File: src/rtl/cfgseq_pkg.sv
package cfgseq_pkg;

    typedef enum logic [2:0] {
        SQ_IDLE,
        SQ_RD1,
        SQ_RD2,
        SQ_WR3,
        SQ_HOLD
    } seq_st_e;

    localparam logic [15:0] CFG_KEEP  = 16'h00F7;
    localparam int          SLEEP_BIT = 4;

endpackage

File: src/rtl/cfgseq_detect.sv
module cfgseq_detect
    import cfgseq_pkg::*;
#(
    parameter int ADDR_W = 19
) (
    input  logic              clk,
    input  logic              rst_n,
    input  logic              sleep_n,
    input  logic              cyc_done,
    input  logic              cyc_wr,
    input  logic [ADDR_W-1:0] cyc_addr,
    output logic              seq_load,
    output logic              seq_read,
    output logic              seq_wr_hit
);

    localparam logic [ADDR_W-1:0] TOP_ADDR = {ADDR_W{1'b1}};

    typedef struct packed {
        seq_st_e st;
    } det_t;

    det_t r_q, r_d;
    logic hit, at_top;

    always_comb begin
        r_d        = r_q;
        seq_load   = 1'b0;
        seq_read   = 1'b0;
        seq_wr_hit = 1'b0;
        hit        = cyc_done && sleep_n;
        at_top     = (cyc_addr == TOP_ADDR);
        if (hit) begin
            unique case (r_q.st)
                SQ_IDLE: r_d.st = (at_top && !cyc_wr) ? SQ_RD1 : SQ_IDLE;
                SQ_RD1:  r_d.st = (at_top && !cyc_wr) ? SQ_RD2 : SQ_IDLE;
                SQ_RD2: begin
                    if (!at_top) begin
                        r_d.st = SQ_IDLE;
                    end else if (cyc_wr) begin
                        r_d.st     = SQ_WR3;
                        seq_wr_hit = 1'b1;
                    end else begin
                        r_d.st = SQ_HOLD;
                    end
                end
                SQ_WR3: begin
                    r_d.st = SQ_IDLE;
                    if (at_top) begin
                        if (cyc_wr) begin
                            seq_load   = 1'b1;
                            seq_wr_hit = 1'b1;
                        end else begin
                            seq_read = 1'b1;
                        end
                    end
                end
                SQ_HOLD: r_d.st = (!at_top && !cyc_wr) ? SQ_IDLE : SQ_HOLD;
                default: r_d.st = SQ_IDLE;
            endcase
        end
    end

    always_ff @(posedge clk or negedge rst_n) begin
        if (!rst_n) r_q <= '{st: SQ_IDLE};
        else        r_q <= r_d;
    end

endmodule

File: src/rtl/cfgseq_zzwin.sv
module cfgseq_zzwin #(
    parameter int TW      = 16,
    parameter int WIN_MIN = 10,
    parameter int WIN_MAX = 500
) (
    input  logic          clk,
    input  logic          rst_n,
    input  logic          sleep_n,
    input  logic [TW-1:0] time_ns,
    input  logic          we_fall,
    input  logic          cyc_done,
    input  logic          cyc_wr,
    output logic          zz_load,
    output logic          zz_wr
);

    localparam logic [TW-1:0] LO = TW'(WIN_MIN);
    localparam logic [TW-1:0] HI = TW'(WIN_MAX);

    typedef struct packed {
        logic          sleep_q;
        logic          waiting;
        logic          armed;
        logic [TW-1:0] t0;
    } zz_t;

    zz_t r_q, r_d;
    logic [TW-1:0] delta;
    logic          fall;

    always_comb begin
        r_d         = r_q;
        r_d.sleep_q = sleep_n;
        delta       = time_ns - r_q.t0;
        fall        = r_q.sleep_q && !sleep_n;
        zz_wr       = cyc_done && cyc_wr && !sleep_n;
        zz_load     = zz_wr && r_q.armed;
        if (sleep_n) begin
            r_d.waiting = 1'b0;
            r_d.armed   = 1'b0;
        end else if (fall) begin
            r_d.t0      = time_ns;
            r_d.waiting = 1'b1;
            r_d.armed   = 1'b0;
        end else begin
            if (r_q.waiting) begin
                if (we_fall) begin
                    r_d.waiting = 1'b0;
                    r_d.armed   = (delta >= LO) && (delta <= HI);
                end else if (delta > HI) begin
                    r_d.waiting = 1'b0;
                end
            end
            if (zz_load) r_d.armed = 1'b0;
        end
    end

    always_ff @(posedge clk or negedge rst_n) begin
        if (!rst_n) r_q <= '{sleep_q: 1'b1, waiting: 1'b0, armed: 1'b0, t0: '0};
        else        r_q <= r_d;
    end

endmodule

File: src/rtl/cfg_seq_access.sv
module cfg_seq_access
    import cfgseq_pkg::*;
#(
    parameter int          ADDR_W    = 19,
    parameter int          TW        = 16,
    parameter int          WIN_MIN   = 10,
    parameter int          WIN_MAX   = 500,
    parameter logic [15:0] RESET_VAL = 16'h0010
) (
    input  logic              clk,
    input  logic              rst_n,
    input  logic              sleep_n,
    input  logic [TW-1:0]     time_ns,
    input  logic              we_fall,
    input  logic              cyc_done,
    input  logic              cyc_wr,
    input  logic [ADDR_W-1:0] cyc_addr,
    input  logic [15:0]       cyc_wdata,
    output logic [15:0]       cfg_o,
    output logic              rd_ret_o,
    output logic [15:0]       rd_data_o,
    output logic              mem_wr_inhibit_o,
    output logic              sw_loaded_o
);

    typedef struct packed {
        logic [15:0] cfg;
        logic        sw_flag;
    } top_t;

    top_t r_q, r_d;
    logic seq_load, seq_read, seq_wr_hit, zz_load, zz_wr;
    logic [15:0] sw_val;

    cfgseq_detect #(.ADDR_W(ADDR_W)) det_i (
        .clk        (clk),
        .rst_n      (rst_n),
        .sleep_n    (sleep_n),
        .cyc_done   (cyc_done),
        .cyc_wr     (cyc_wr),
        .cyc_addr   (cyc_addr),
        .seq_load   (seq_load),
        .seq_read   (seq_read),
        .seq_wr_hit (seq_wr_hit)
    );

    cfgseq_zzwin #(.TW(TW), .WIN_MIN(WIN_MIN), .WIN_MAX(WIN_MAX)) zz_i (
        .clk      (clk),
        .rst_n    (rst_n),
        .sleep_n  (sleep_n),
        .time_ns  (time_ns),
        .we_fall  (we_fall),
        .cyc_done (cyc_done),
        .cyc_wr   (cyc_wr),
        .zz_load  (zz_load),
        .zz_wr    (zz_wr)
    );

    always_comb begin
        r_d               = r_q;
        sw_val            = cyc_wdata & CFG_KEEP;
        sw_val[SLEEP_BIT] = cyc_wdata[SLEEP_BIT] | r_q.cfg[SLEEP_BIT];
        if (zz_load) begin
            r_d.cfg = cyc_addr[15:0] & CFG_KEEP;
        end else if (seq_load) begin
            r_d.cfg     = sw_val;
            r_d.sw_flag = 1'b1;
        end
    end

    always_ff @(posedge clk or negedge rst_n) begin
        if (!rst_n) r_q <= '{cfg: RESET_VAL & CFG_KEEP, sw_flag: 1'b0};
        else        r_q <= r_d;
    end

    assign cfg_o            = r_q.cfg;
    assign rd_data_o        = r_q.cfg;
    assign rd_ret_o         = seq_read;
    assign mem_wr_inhibit_o = seq_wr_hit || zz_wr;
    assign sw_loaded_o      = r_q.sw_flag;

endmodule

File: config.mk
export PLATFORM = sky130hd
export DESIGN_NAME = cfg_seq_access
export DESIGN_NICKNAME = d
export VERILOG_FILES = /design/src/rtl/cfgseq_pkg.sv /design/src/rtl/cfgseq_detect.sv /design/src/rtl/cfgseq_zzwin.sv /design/src/rtl/cfg_seq_access.sv
export SDC_FILE = /design/constraint.sdc
export NUM_CORES = 1
export LEC_CHECK = 0
export CORE_UTILIZATION = 35
export CTS_CLUSTER_SIZE = 14
export DETAILED_ROUTE_END_ITERATION = 10
export MAX_ROUTING_LAYER = met4
export PLACE_DENSITY = 0.69
export RECOVER_POWER = 25
export SLEW_MARGIN = 0
export SYNTH_ARGS = -nofsm -noshare
export SYNTH_HDL_FRONTEND = slang
export SYNTH_SLANG_ARGS = --single-unit
File: constraint.sdc
create_clock -name clk -period 2.8 [get_ports clk]
set_input_delay 0.42 -clock clk [delete_from_list [all_inputs] [get_ports clk]]
set_output_delay 0.42 -clock clk [all_outputs]
set_load 0.05 [all_outputs]
# After elaboration in Yosys (flattened, before gate mapping)
# Cells that the tools add are included.
[totals]
word_cells = 64
reg_bits = 39
inputBits = 57
[op_classes]
mux = 25
addsub = 1
bitwise_logic = 3
n_reduce_logical = 20
eq_ne = 5
magnitude_cmp = 3
[op_table]
columns = ["op", "n"]
rows = [
  ["== test 19 bit, second input constant", 1],
  ["two-way mux 17 bit", 1],
  [">= comparator 16 x 4 -> 1 bit, second input constant", 1],
  ["> comparator 16 x 9 -> 1 bit, second input constant", 1],
  ["<= comparator 16 x 9 -> 1 bit, second input constant", 1],
  ["two-way mux 16 bit", 1],
  ["subtractor 16 bit", 1],
  ["two-way mux 1 bit", 15],
  ["one-hot mux 3 bit (4 select lines)", 1],
  ["two-way mux 3 bit", 3],
  ["logical AND 1 bit", 8],
  ["two-way mux 2 bit", 4],
  ["nonzero test 4 bit", 2],
  ["== test 3 x 2 -> 1 bit, second input constant", 2],
  ["AND reduction 2 bit", 3],
  ["== test 3 x 1 -> 1 bit, second input constant", 1],
  ["== test 3 bit, second input constant", 1],
  ["logical NOT 1 bit", 3],
  ["logical NOT 3 bit", 1],
  ["inverter 1 bit", 2],
  ["nonzero test 2 bit", 1],
  ["OR reduction 2 bit", 1],
  ["logical OR 1 bit", 1],
  ["bitwise OR 1 bit", 1],
]

# Logic depth before layout (Yosys ltp)
# Gate-level depths: netlist (run 1).
[logic_depth]
word_depth = 8
depth_mapped = 11
ltp_nobuf = 11

# Hierarchy
# Synthesis (run 1) repeated with hierarchy kept, for this count alone.
[hier_totals]
cells_unflattened = 287
hier_area_um2 = 2529.9
[modules_own_cells]
columns = ["mod", "seq_area_each_um2", "cells_per_inst", "instances", "area_per_inst_um2"]
rows = [
  ["cfgseq_zzwin", 476.7, 189, 1, 1664.1],
  ["cfg_seq_access", 201.4, 60, 1, 560.5],
  ["cfgseq_detect", 75.1, 38, 1, 305.3],
]

# Worst setup path before layout (run 1)
# OpenSTA, ideal clock, no wires.
[synth_path]
kind = "input -> output"
from = "input cyc_addr[7]"
to = "output rd_ret_o"
path_buffers = 0
setup_slack_ns = -0.021
required_ns = 2.380
t_arrival_ns = 2.401
stages = 7
cell_sequence = "nand4_1 > nor2_1 > nand3_1 > or3_1 > inv_1 > nand2_1 > nor3b_1"
[synth_via]
elab_chain_cells = 4
[synth_rtl]
columns = ["item", "line", "text"]
rows = [
  ["start, declared", "cfg_seq_access.sv:17", "input logic [ADDR_W-1:0] cyc_addr,"],
  ["== test 19 bit", "cfgseq_detect.sv:32", "at_top = (cyc_addr == TOP_ADDR);"],
  ["two-way mux 1 bit", "cfgseq_detect.sv:49", "if (at_top) begin"],
  ["two-way mux 1 bit", "cfgseq_detect.sv:34", "unique case (r_q.st)"],
  ["two-way mux 1 bit", "cfgseq_detect.sv:33", "if (hit) begin"],
  ["end, declared", "cfg_seq_access.sv:20", "output logic rd_ret_o,"],
]
# Every way passes these cells.

# Final worst setup path (run 1)
[layout_path]
from = "input cyc_addr[1]"
to = "output rd_ret_o"
# The elaborated chain is that of the path after synthesis.

==> results of run 1 <==
==> what timing repair did <==
item / CTS / global route
gates resized for setup: 0 / 6
endpoints found under the setup margin: 0 / 3
buffers inserted: 0 / 1
==> worst max-delay path: stages <==
cell	delay (ns)
clkdlybuf4s50_1	0.50
nand4_1	0.12
nor2_2	0.16
nand3_1	0.13
or3_4	0.35
inv_1	0.09
nand2_2	0.08
nor3b_4	0.24
buf_12	0.17
==> cell families after synthesis <==
| logic type | synth area share |
|---|---|
| DFF | 0.306 |
| buffers and inverters | 0.132 |
| adders and majority gates | 0.0844 |
| muxes | 0.00915 |
| and+or+nand+nor | 0.205 |
| AOI/OAI and AO/OA | 0.226 |
| xor gates and xnor gates | 0.0356 |
| other | 0.00152 |
==> sequential cells by signal, summed over array words and instances (netlist names) <==
register,count
cfg_o,7
det_i.r_q,3
sw_loaded_o,1
zz_i.r_q,19
==> synthesized netlist by cell type (3+ instances only) <==
cell type	n	area (um2)
nand2_1	40	150
dfrtp_1	28	701
buf_4	26	195
o21ai_0	24	120
inv_1	22	82.6
nor2_1	16	60.1
ha_1	15	188
a21oi_1	13	65.1
nand3_1	8	40.0
a22oi_1	6	45.0
nand4_1	5	31.3
nor4_1	5	31.3
xnor2_1	5	43.8
xor2_1	5	43.8
a21o_1	4	30.0
nand2b_1	4	25.0
nor2b_1	4	25.0
nor3b_1	4	30.0
o21a_1	4	30.0
and3_1	3	18.8
clkbuf_1	3	11.3
==> layer usage <==
metal | routed length, um | track usage | up-vias
met5 | 0 | - | -
met4 | 85 | 0.0606 | 0
met3 | 354 | 0.0356 | 5
met2 | 2780 | 0.290 | 77
met1 | 2540 | 0.180 | 1009
li1 | - | - | 1135
==> stage by stage <==
step | instances | hold WS, ns | setup WS [ns]
after global placement | 457 | 0.449 | -0.179
after floorplan | 307 | 0.124 | 0.298
after CTS | 465 | 0.474 | 0.0768
final | 466 | 0.469 | 0.114
after detailed placement | 457 | 0.458 | -0.206
after global routing | 466 | 0.514 | -0.0112
==> power groups by stage <==
stage	sequential [uW]	combinational [uW]	clock (uW)
floorplan	489	480	0
global placement	489	656	0
detailed placement	491	669	0
CTS	483	672	423
global route	486	738	445
finish	483	673	413
==> final cells by class <==
| type | count | area, um2 | share of cell area |
|---|---|---|---|
| Tap cell | 96 | 120 | 0.0356 |
| Inverter | 22 | 82.6 | 0.0244 |
| Multi-Input combinational cell | 222 | 1480 | 0.438 |
| Timing Repair Buffer | 88 | 833 | 0.247 |
| Sequential cell | 30 | 753 | 0.223 |
| Clock buffer | 8 | 110 | 0.0326 |
==> worst min path at each step <==
stage                        endpoint  slack, ns  cells after the start
after global routing      sw_loaded_o       0.51                      1
after CTS                 sw_loaded_o       0.47                      1
after detailed placement  sw_loaded_o       0.46                      1
after floorplan              cfg_o[0]       0.12                      0
final                     sw_loaded_o       0.47                      1
after global placement    sw_loaded_o       0.45                      1
==> metrics.txt, run 1 <==
DR vias/cell=4.78; synthesis-to-finish area growth=37.3%; Synth Flop Type=dfrtp_1; Area after DPL=3240 um2; total core area=6790 um2; via count=2226; Slew HR=-0.101; Hold Path Origin=sw_loaded_o; worst path required time=2.38 ns; VDD IR-drop max=0.000176 V; Final period util=0.959; gpl congestion=0.881; # rows=30; fillers=656; routed wire length=5.75 mm; crit start category=input port; net switching power figure=546 uW; vias in the first global route=2103; Clock power frac=0.263; die area=7370 um2; worst clock skew=0.00626 ns; Critical Path Start=cyc_addr[1]; FF+latch count, synth=30; leakage power=0.00150 uW; Die Ht=85.9 um; Clock Tree Root=clkbuf_8; share of synthesized registers carrying an async set or reset=1.00; Starting DRT DRC Count=90; clk slew on worst S/H paths=0.07 ns; Starting Density=0.362; post-layout total power=1570 uW; I/O pin count=92; first-pass GRT wire length=9.25 mm; hpwl dp=4.61 mm; warning count from the yosys run=0; chip width=85.9 um; post-layout util=0.497; commonest non-fill, non-tap cell in the layout=clkdlybuf4s50_1; R2R Path End=zz_i.r_q[17]; Final Setup Violations=0; drt first pass iters=4; Setup TNS Final=0 ns; Residual DRC=0; FF-to-FF Start=zz_i.r_q[0]; CTS H-tree lvls=2; Worst-Skew Late Latency=0.29 ns; sw frac=0.348; violated checks=capacitance limit, slew limit; Sink Count=30; DR WL/cell=12.3 um; crit end category=output port; antenna diode count=0; TritonCTS clock tree=done; worst-path fanout max=2; nets=442; kind of critical path=input port to output port; pin count of the biggest net entering global routing=31; CTS Hold Bufs=0; fmax=0.372 GHz; max-cap violations=1; status=finished with violations; Worst Reg-to-Reg Cells=11; Final min period=2.69 ns; Netlist cell types=58; Post-DRT Antenna Nets=0; Slew @ Worst Pin=1.65 ns; share of layout cells above drive strength 1=0.154; Num CTS Buffers=5; register share of total power=0.308; worst hold path type=flip-flop to flip-flop; Reg2Reg Setup Slack=0.40 ns; Mean Syn Cell Area=8.49 um2; post-route cell area=3380 um2; Cell Pwr Density=465 nW/um2; Port-buffer cells=64; combinational fraction of design power=0.429; synthesized area=2460 um2; clk buf depth=2; Seq/Total Area, Yosys=0.306; initial antenna violation count=0; final slew viol count=31; Post-Synthesis Cells=290; crit path to=rd_ret_o; CP Data Arrival Time=2.27 ns; Post-synth EDFFs=0; GRT Total Usage=0.164; Remaining Overflow, GRT=0; Hold Fails Final Rpt=0; most frequent cells in the layout=clkdlybuf4s50_1, nand2_1, dfrtp_1, o21ai_0; cell-internal power=1020 uW
No activity file was read; power rests on OpenSTA's default activity.
==> run 2, diff against run 1 <==
==> constraint.sdc (replaced) <==
create_clock -name clk -period 3.2 [get_ports clk]
set_input_delay 0.48 -clock clk [delete_from_list [all_inputs] [get_ports clk]]
set_output_delay 0.48 -clock clk [all_outputs]
set_load 0.05 [all_outputs]
==> metrics.txt, run 2 (synthesis results as in run 1) <==
area occupied by multi-input gates=1450 um2 (-1.7%); commonest non-fill, non-tap cell in the layout=clkdlybuf4s50_1; Cell Pwr Density=419 nW/um2 (-9.9%); nets=424 (-4.1%); leakage power=0.00139 uW (-6.9%); post-layout util=0.472 (-0.0256); wire length on met1=2.40 mm (-5.2%); crit end category=output port; DR vias/cell=4.89 (+2.3%); GRT Total Usage=0.158 (-0.00591); Cell Chain, Critical Path=clkdlybuf4s50_1 > nand4_1 > nor2_1 > nand3_1 > or3_1 > inv_1 > nand2_1 > nor3b_2 > buf_12; crit start category=input port; violated checks=capacitance limit, slew limit; Slew @ Worst Pin=1.61 ns (-0.0390 ns); CP bufs+invs=3 (unchanged); Final period util=0.905; status=finished with violations; met2 routed wirelength=2.57 mm (-7.5%); worst clock skew=0.00798 ns (+0.00172 ns); Slew HR=-0.0746 (+0.0260); Hold Fails Final Rpt=0 (unchanged); Place WS=-0.0234 ns (+0.183 ns); fmax=0.345 GHz; # rows=30 (unchanged); Reg2Reg Setup Slack=0.67 ns (+0.27 ns); via count=2189 (-1.7%); Worst-Skew Late Latency=0.28 ns (about the same); clk slew on worst S/H paths=0.07 ns (about the same); Residual DRC=0 (unchanged); max-cap violations=1 (unchanged); Hold Path Origin=sw_loaded_o; I/O pin count=92 (unchanged); Biggest register=zz_i.r_q; CP Data Arrival Time=2.42 ns (+0.15 ns); worst hold path type=flip-flop to flip-flop; Worst Reg-to-Reg Cells=10 (-1); hold depth=1 (unchanged); Post-CTS Setup Inserts=0 (unchanged); Num CTS Buffers=5 (unchanged); most frequent cells in the layout=clkdlybuf4s50_1, nand2_1, dfrtp_1, o21ai_0, inv_1; synthesis-to-finish area growth=30.2%; Sink Count=30 (unchanged); R2R Path End=zz_i.r_q[17]; TritonCTS clock tree=done; Hold EP=sw_loaded_o; Post-DRT Antenna Nets=0 (unchanged); FF+latch area=753 um2 (unchanged); worst-path fanout max=3 (+1); Port-buffer cells=64 (unchanged); hpwl dp=4.27 mm (-7.3%); initial antenna violation count=0 (unchanged); CTS H-tree lvls=2 (unchanged); clk buf depth=2 (unchanged); chip width=85.9 um (unchanged); total core area=6790 um2 (unchanged); routed wl met3=334 um (-5.6%); DR WL/cell=12.0 um (-2.9%); antenna diode count=0 (unchanged); top routing layer used=met4; first-pass GRT wire length=9.00 mm (-2.8%); share of layout cells above drive strength 1=0.0966 (-0.0575); Remaining Overflow, GRT=0 (unchanged); die area=7370 um2 (unchanged); FF-to-FF Start=zz_i.r_q[0]; Final min period=2.90 ns; final worst setup slack=0.304 ns (+0.190 ns); Starting Density=0.362 (unchanged); gpl congestion=0.921 (+4.5%); drt first pass iters=6 (+2); Starting DRT DRC Count=52 (-42%); final slew viol count=31 (unchanged); pin count of the biggest net entering global routing=31 (unchanged); Slowest cell on crit path=clkdlybuf4s50_1; VDD IR-drop max=0.000143 V (-18%); kind of critical path=input port to output port; Die Ht=85.9 um (unchanged); kind of cell adding the most delay to the critical path=simple AND/OR/NAND/NOR gates; routed wire length=5.37 mm (-6.7%); Clock Tree Root=clkbuf_8; vias in the first global route=2049 (-2.6%); Final Setup Violations=0 (unchanged); unrepaired setup endpoints after global routing=false; fillers=661 (+0.76%); worst path required time=2.72 ns (+0.34 ns); max incr delay on CP=0.49 ns (about the same); max reg flops=19 (unchanged)
## run 2: cell count changes in the layout (fill, tap and decap cells not counted), sizes merged
cell | before | now
buf | 24 | 6
bufinv | 0 | 1
clkbuf | 10 | 7
clkinv | 0 | 2
## run 2: timing repair
action,CTS,global route
gates resized for setup,0,1
setup endpoints to repair,0,1
hold endpoints to repair,0,0
hold buffers,0,0
## run 2: layout make-up
cell class / count / share of cell area
sequential: 30 / 0.235
clock buffer: 5 / 0.0215
timing repair buffer: 70 / 0.214
tap: 96 / 0.0375
inverter: 22 / 0.0258
multi-input combinational: 222 / 0.454
clock inverter: 3 / 0.0125
## run 2: how the worst max path moves through the flow
stage                           start      endpoint  cells after the start
final                     cyc_addr[7]      rd_ret_o                      9
after global routing      cyc_addr[1]      rd_ret_o                      9
after CTS                 cyc_addr[7]      rd_ret_o                      9
after detailed placement   time_ns[0]  zz_i.r_q[17]                     12
after global placement     time_ns[0]  zz_i.r_q[17]                     12
after floorplan           cyc_addr[7]      rd_ret_o                      7
## run 2: worst register-to-register path: cells and delay by family, from the launching register on
family,cells,cell delay [ns]
AND/OR/NAND/NOR,5,0.99
adder cells (fa/ha/maj),2,0.69
AO/OA/AOI/OAI,3,0.37
flip-flops,1,0.38
## run 2: where the power goes
part	internal, uW	switching (uW)	leakage, uW
Sequential	410	12.1	0.000380
Clock	229	151	0.0000579
Combinational	235	304	0.000955
Total	874	467	0.00139
## run 2: layer usage
layer  GRT usage  up-vias
li1            -     1104
met1       0.176     1003
met2       0.277       75
met3      0.0346        7
met4      0.0591        0
met5           -        -
## run 2: through the flow
| stage | TNS [ns] | instances | instance area (um2) | hold slack (ns) | power (uW) |
|---|---|---|---|---|---|
| 6_report | 0 | 448 | 3200 | 0.473 | 1340 |
| 5_1_grt | 0 | 448 | 3200 | 0.505 | 1430 |
| 4_1_cts | 0 | 448 | 3210 | 0.478 | 1350 |
| 3_5_place_dp | -0.0259 | 440 | 3100 | 0.460 | 967 |
| 3_3_place_gp | 0 | 440 | 3100 | 0.457 | 960 |
| 2_1_floorplan | 0 | 307 | 2520 | 0.184 | 848 |
==> run 3, diff against run 2 <==
--- a/config.mk
+++ b/config.mk
@@ -5,8 +5,8 @@
 export SDC_FILE = /design/constraint.sdc
 export NUM_CORES = 1
 export LEC_CHECK = 0
+export CORE_ASPECT_RATIO = 2
 export CORE_UTILIZATION = 35
-export CTS_CLUSTER_SIZE = 14
 export DETAILED_ROUTE_END_ITERATION = 10
 export MAX_ROUTING_LAYER = met4
 export PLACE_DENSITY = 0.69
==> metrics.txt, run 3 (synthesis results as in run 1) <==
status=finished with violations; violated checks=capacitance limit, slew limit; clk slew on worst S/H paths=0.05 ns (-0.02 ns); drt first pass iters=4 (-2); CP Data Arrival Time=2.51 ns (+0.09 ns); VDD IR-drop max=0.000252 V (+75%); Hold Fails Final Rpt=0 (unchanged); FF+latch area=753 um2 (unchanged); post-layout util=0.480 (+0.00846); worst clock skew=0.00303 ns (-0.00495 ns); initial antenna violation count=0 (unchanged); fillers=698 (+5.6%); Port-buffer cells=64 (unchanged); I/O pin count=92 (unchanged); Post-CTS Resized=0 (unchanged); Slew HR=-0.134 (-0.0592); most frequent cells in the layout=clkdlybuf4s50_1, nand2_1, dfrtp_1, o21ai_0, inv_1; top routing layer used=met4; CTS H-tree lvls=2 (unchanged); antenna diode count=0 (unchanged); Final period util=0.935 (+0.0301); vias in the first global route=2146 (+4.7%); Residual DRC=0 (unchanged); clk buf depth=2 (unchanged); synthesis-to-finish area growth=31.2%; Setup TNS Final=0 ns (unchanged); fmax=0.334 GHz (-3.2%); pin count of the biggest net entering global routing=32 (+3.2%); unrepaired setup endpoints after global routing=false; Cell Pwr Density=448 nW/um2 (+7.0%); Final min period=2.99 ns (+0.0963 ns); die area=7390 um2 (+0.28%); worst-path fanout max=3 (unchanged); commonest non-fill, non-tap cell in the layout=clkdlybuf4s50_1; crit end category=output port; Clock Tree Root=clkbuf_16; crit start category=input port; Post-CTS Setup Inserts=0 (unchanged); routed wire length=5.81 mm (+8.3%); Biggest register=zz_i.r_q; Final Setup Violations=0 (unchanged); # rows=42 (+40%); CTS Hold Bufs=0 (unchanged); max-cap violations=1 (unchanged); Die Ht=121 um (+40%); Worst-Skew Late Latency=0.28 ns (about the same); kind of critical path=input port to output port; Sink Count=30 (unchanged); nets=424 (unchanged); Post-DRT Antenna Nets=0 (unchanged); worst path required time=2.72 ns (about the same); final slew viol count=31 (unchanged); Num CTS Buffers=5 (unchanged); Starting Density=0.366 (+0.00364); share of layout cells above drive strength 1=0.0909 (-0.00568); gpl congestion=0.855 (-7.2%); hpwl dp=4.65 mm (+8.8%); Slew @ Worst Pin=1.70 ns (+0.0888 ns); first-pass GRT wire length=9.32 mm (+3.5%); met2 routed wirelength=3.29 mm (+28%); WHS=0.486 ns (+0.0122 ns); GRT Total Usage=0.174 (+0.0164); chip width=61.3 um (-29%); Starting DRT DRC Count=106 (+100%); TritonCTS clock tree=done; total core area=6730 um2 (-0.99%); leakage power=0.00141 uW (+1.4%); DR vias/cell=5.03 (+2.9%); area occupied by multi-input gates=1450 um2 (-0.52%); via count=2212 (+1.1%); worst hold path type=flip-flop to flip-flop; wire length on met1=2.06 mm (-14%); routed wl met3=309 um (-7.5%); Remaining Overflow, GRT=0 (unchanged); DR WL/cell=13.2 um (+10%); max reg flops=19 (unchanged)
==> run 3: changes by cell type in the layout (fill, tap and decap cells not counted), sizes merged <==
cell,change
dlygate4sd3,+1
clkbuf,+1
clkinv,-1
buf,+1
clkdlybuf4s50,-1
bufinv,-1
==> run 3: through the flow <==
step | total power, uW | cells | setup slack [ns] | instance area [um2]
after global placement | 965 | 432 | 0.119 | 3090
after global routing | 1540 | 440 | 0.0389 | 3230
after detailed placement | 978 | 432 | 0.0745 | 3090
final | 1450 | 440 | 0.207 | 3230
after CTS | 1460 | 440 | 0.163 | 3230
after floorplan | 848 | 307 | 0.259 | 2520
==> run 3: layout make-up <==
class                   count  share of cell area
clock buffers               7              0.0442
multi-input cells         222               0.448
repair buffers             70               0.213
inverters                  22              0.0256
clock inverters             1             0.00155
well taps                  88              0.0341
flip-flops and latches     30               0.233
==> run 3: routing by layer <==
metal | GRT usage | vias up
met5 | - | -
met4 | 0.0781 | 0
met3 | 0.0299 | 11
met2 | 0.335 | 71
met1 | 0.152 | 1027
li1 | - | 1103
==> run 3: worst paths after layout <==
check / start / slack, ns / endpoint / cells past startpoint
setup / recovery: cyc_addr[1] / 0.21 / rd_ret_o / 9
hold / removal: sw_loaded_o / 0.49 / sw_loaded_o / 1
setup reg to reg: zz_i.r_q[0] / 0.74 / zz_i.r_q[16] / 10
hold reg to reg: sw_loaded_o / 0.49 / sw_loaded_o / 1
max in group asynchronous: rst_n / 1.03 / det_i.r_q[0] / 2
min in group asynchronous: rst_n / 1.19 / zz_i.r_q[1] / 2
==> run 3: report_power, final <==
part | leakage [uW] | switching [uW] | internal, uW
sequential | 0.000380 | 12.5 | 411
clock | 0.0000739 | 166 | 308
combinational | 0.000959 | 313 | 237
total | 0.00141 | 492 | 955
==> run 3: worst max-delay path: stages <==
cell and delay, ns:
clkdlybuf4s50_1 0.49, nand4_1 0.11, nor2_1 0.19, nand3_1 0.15, or3_1 0.39, inv_1 0.10, nand2_1 0.07, nor3b_1 0.34
buf_12 0.19
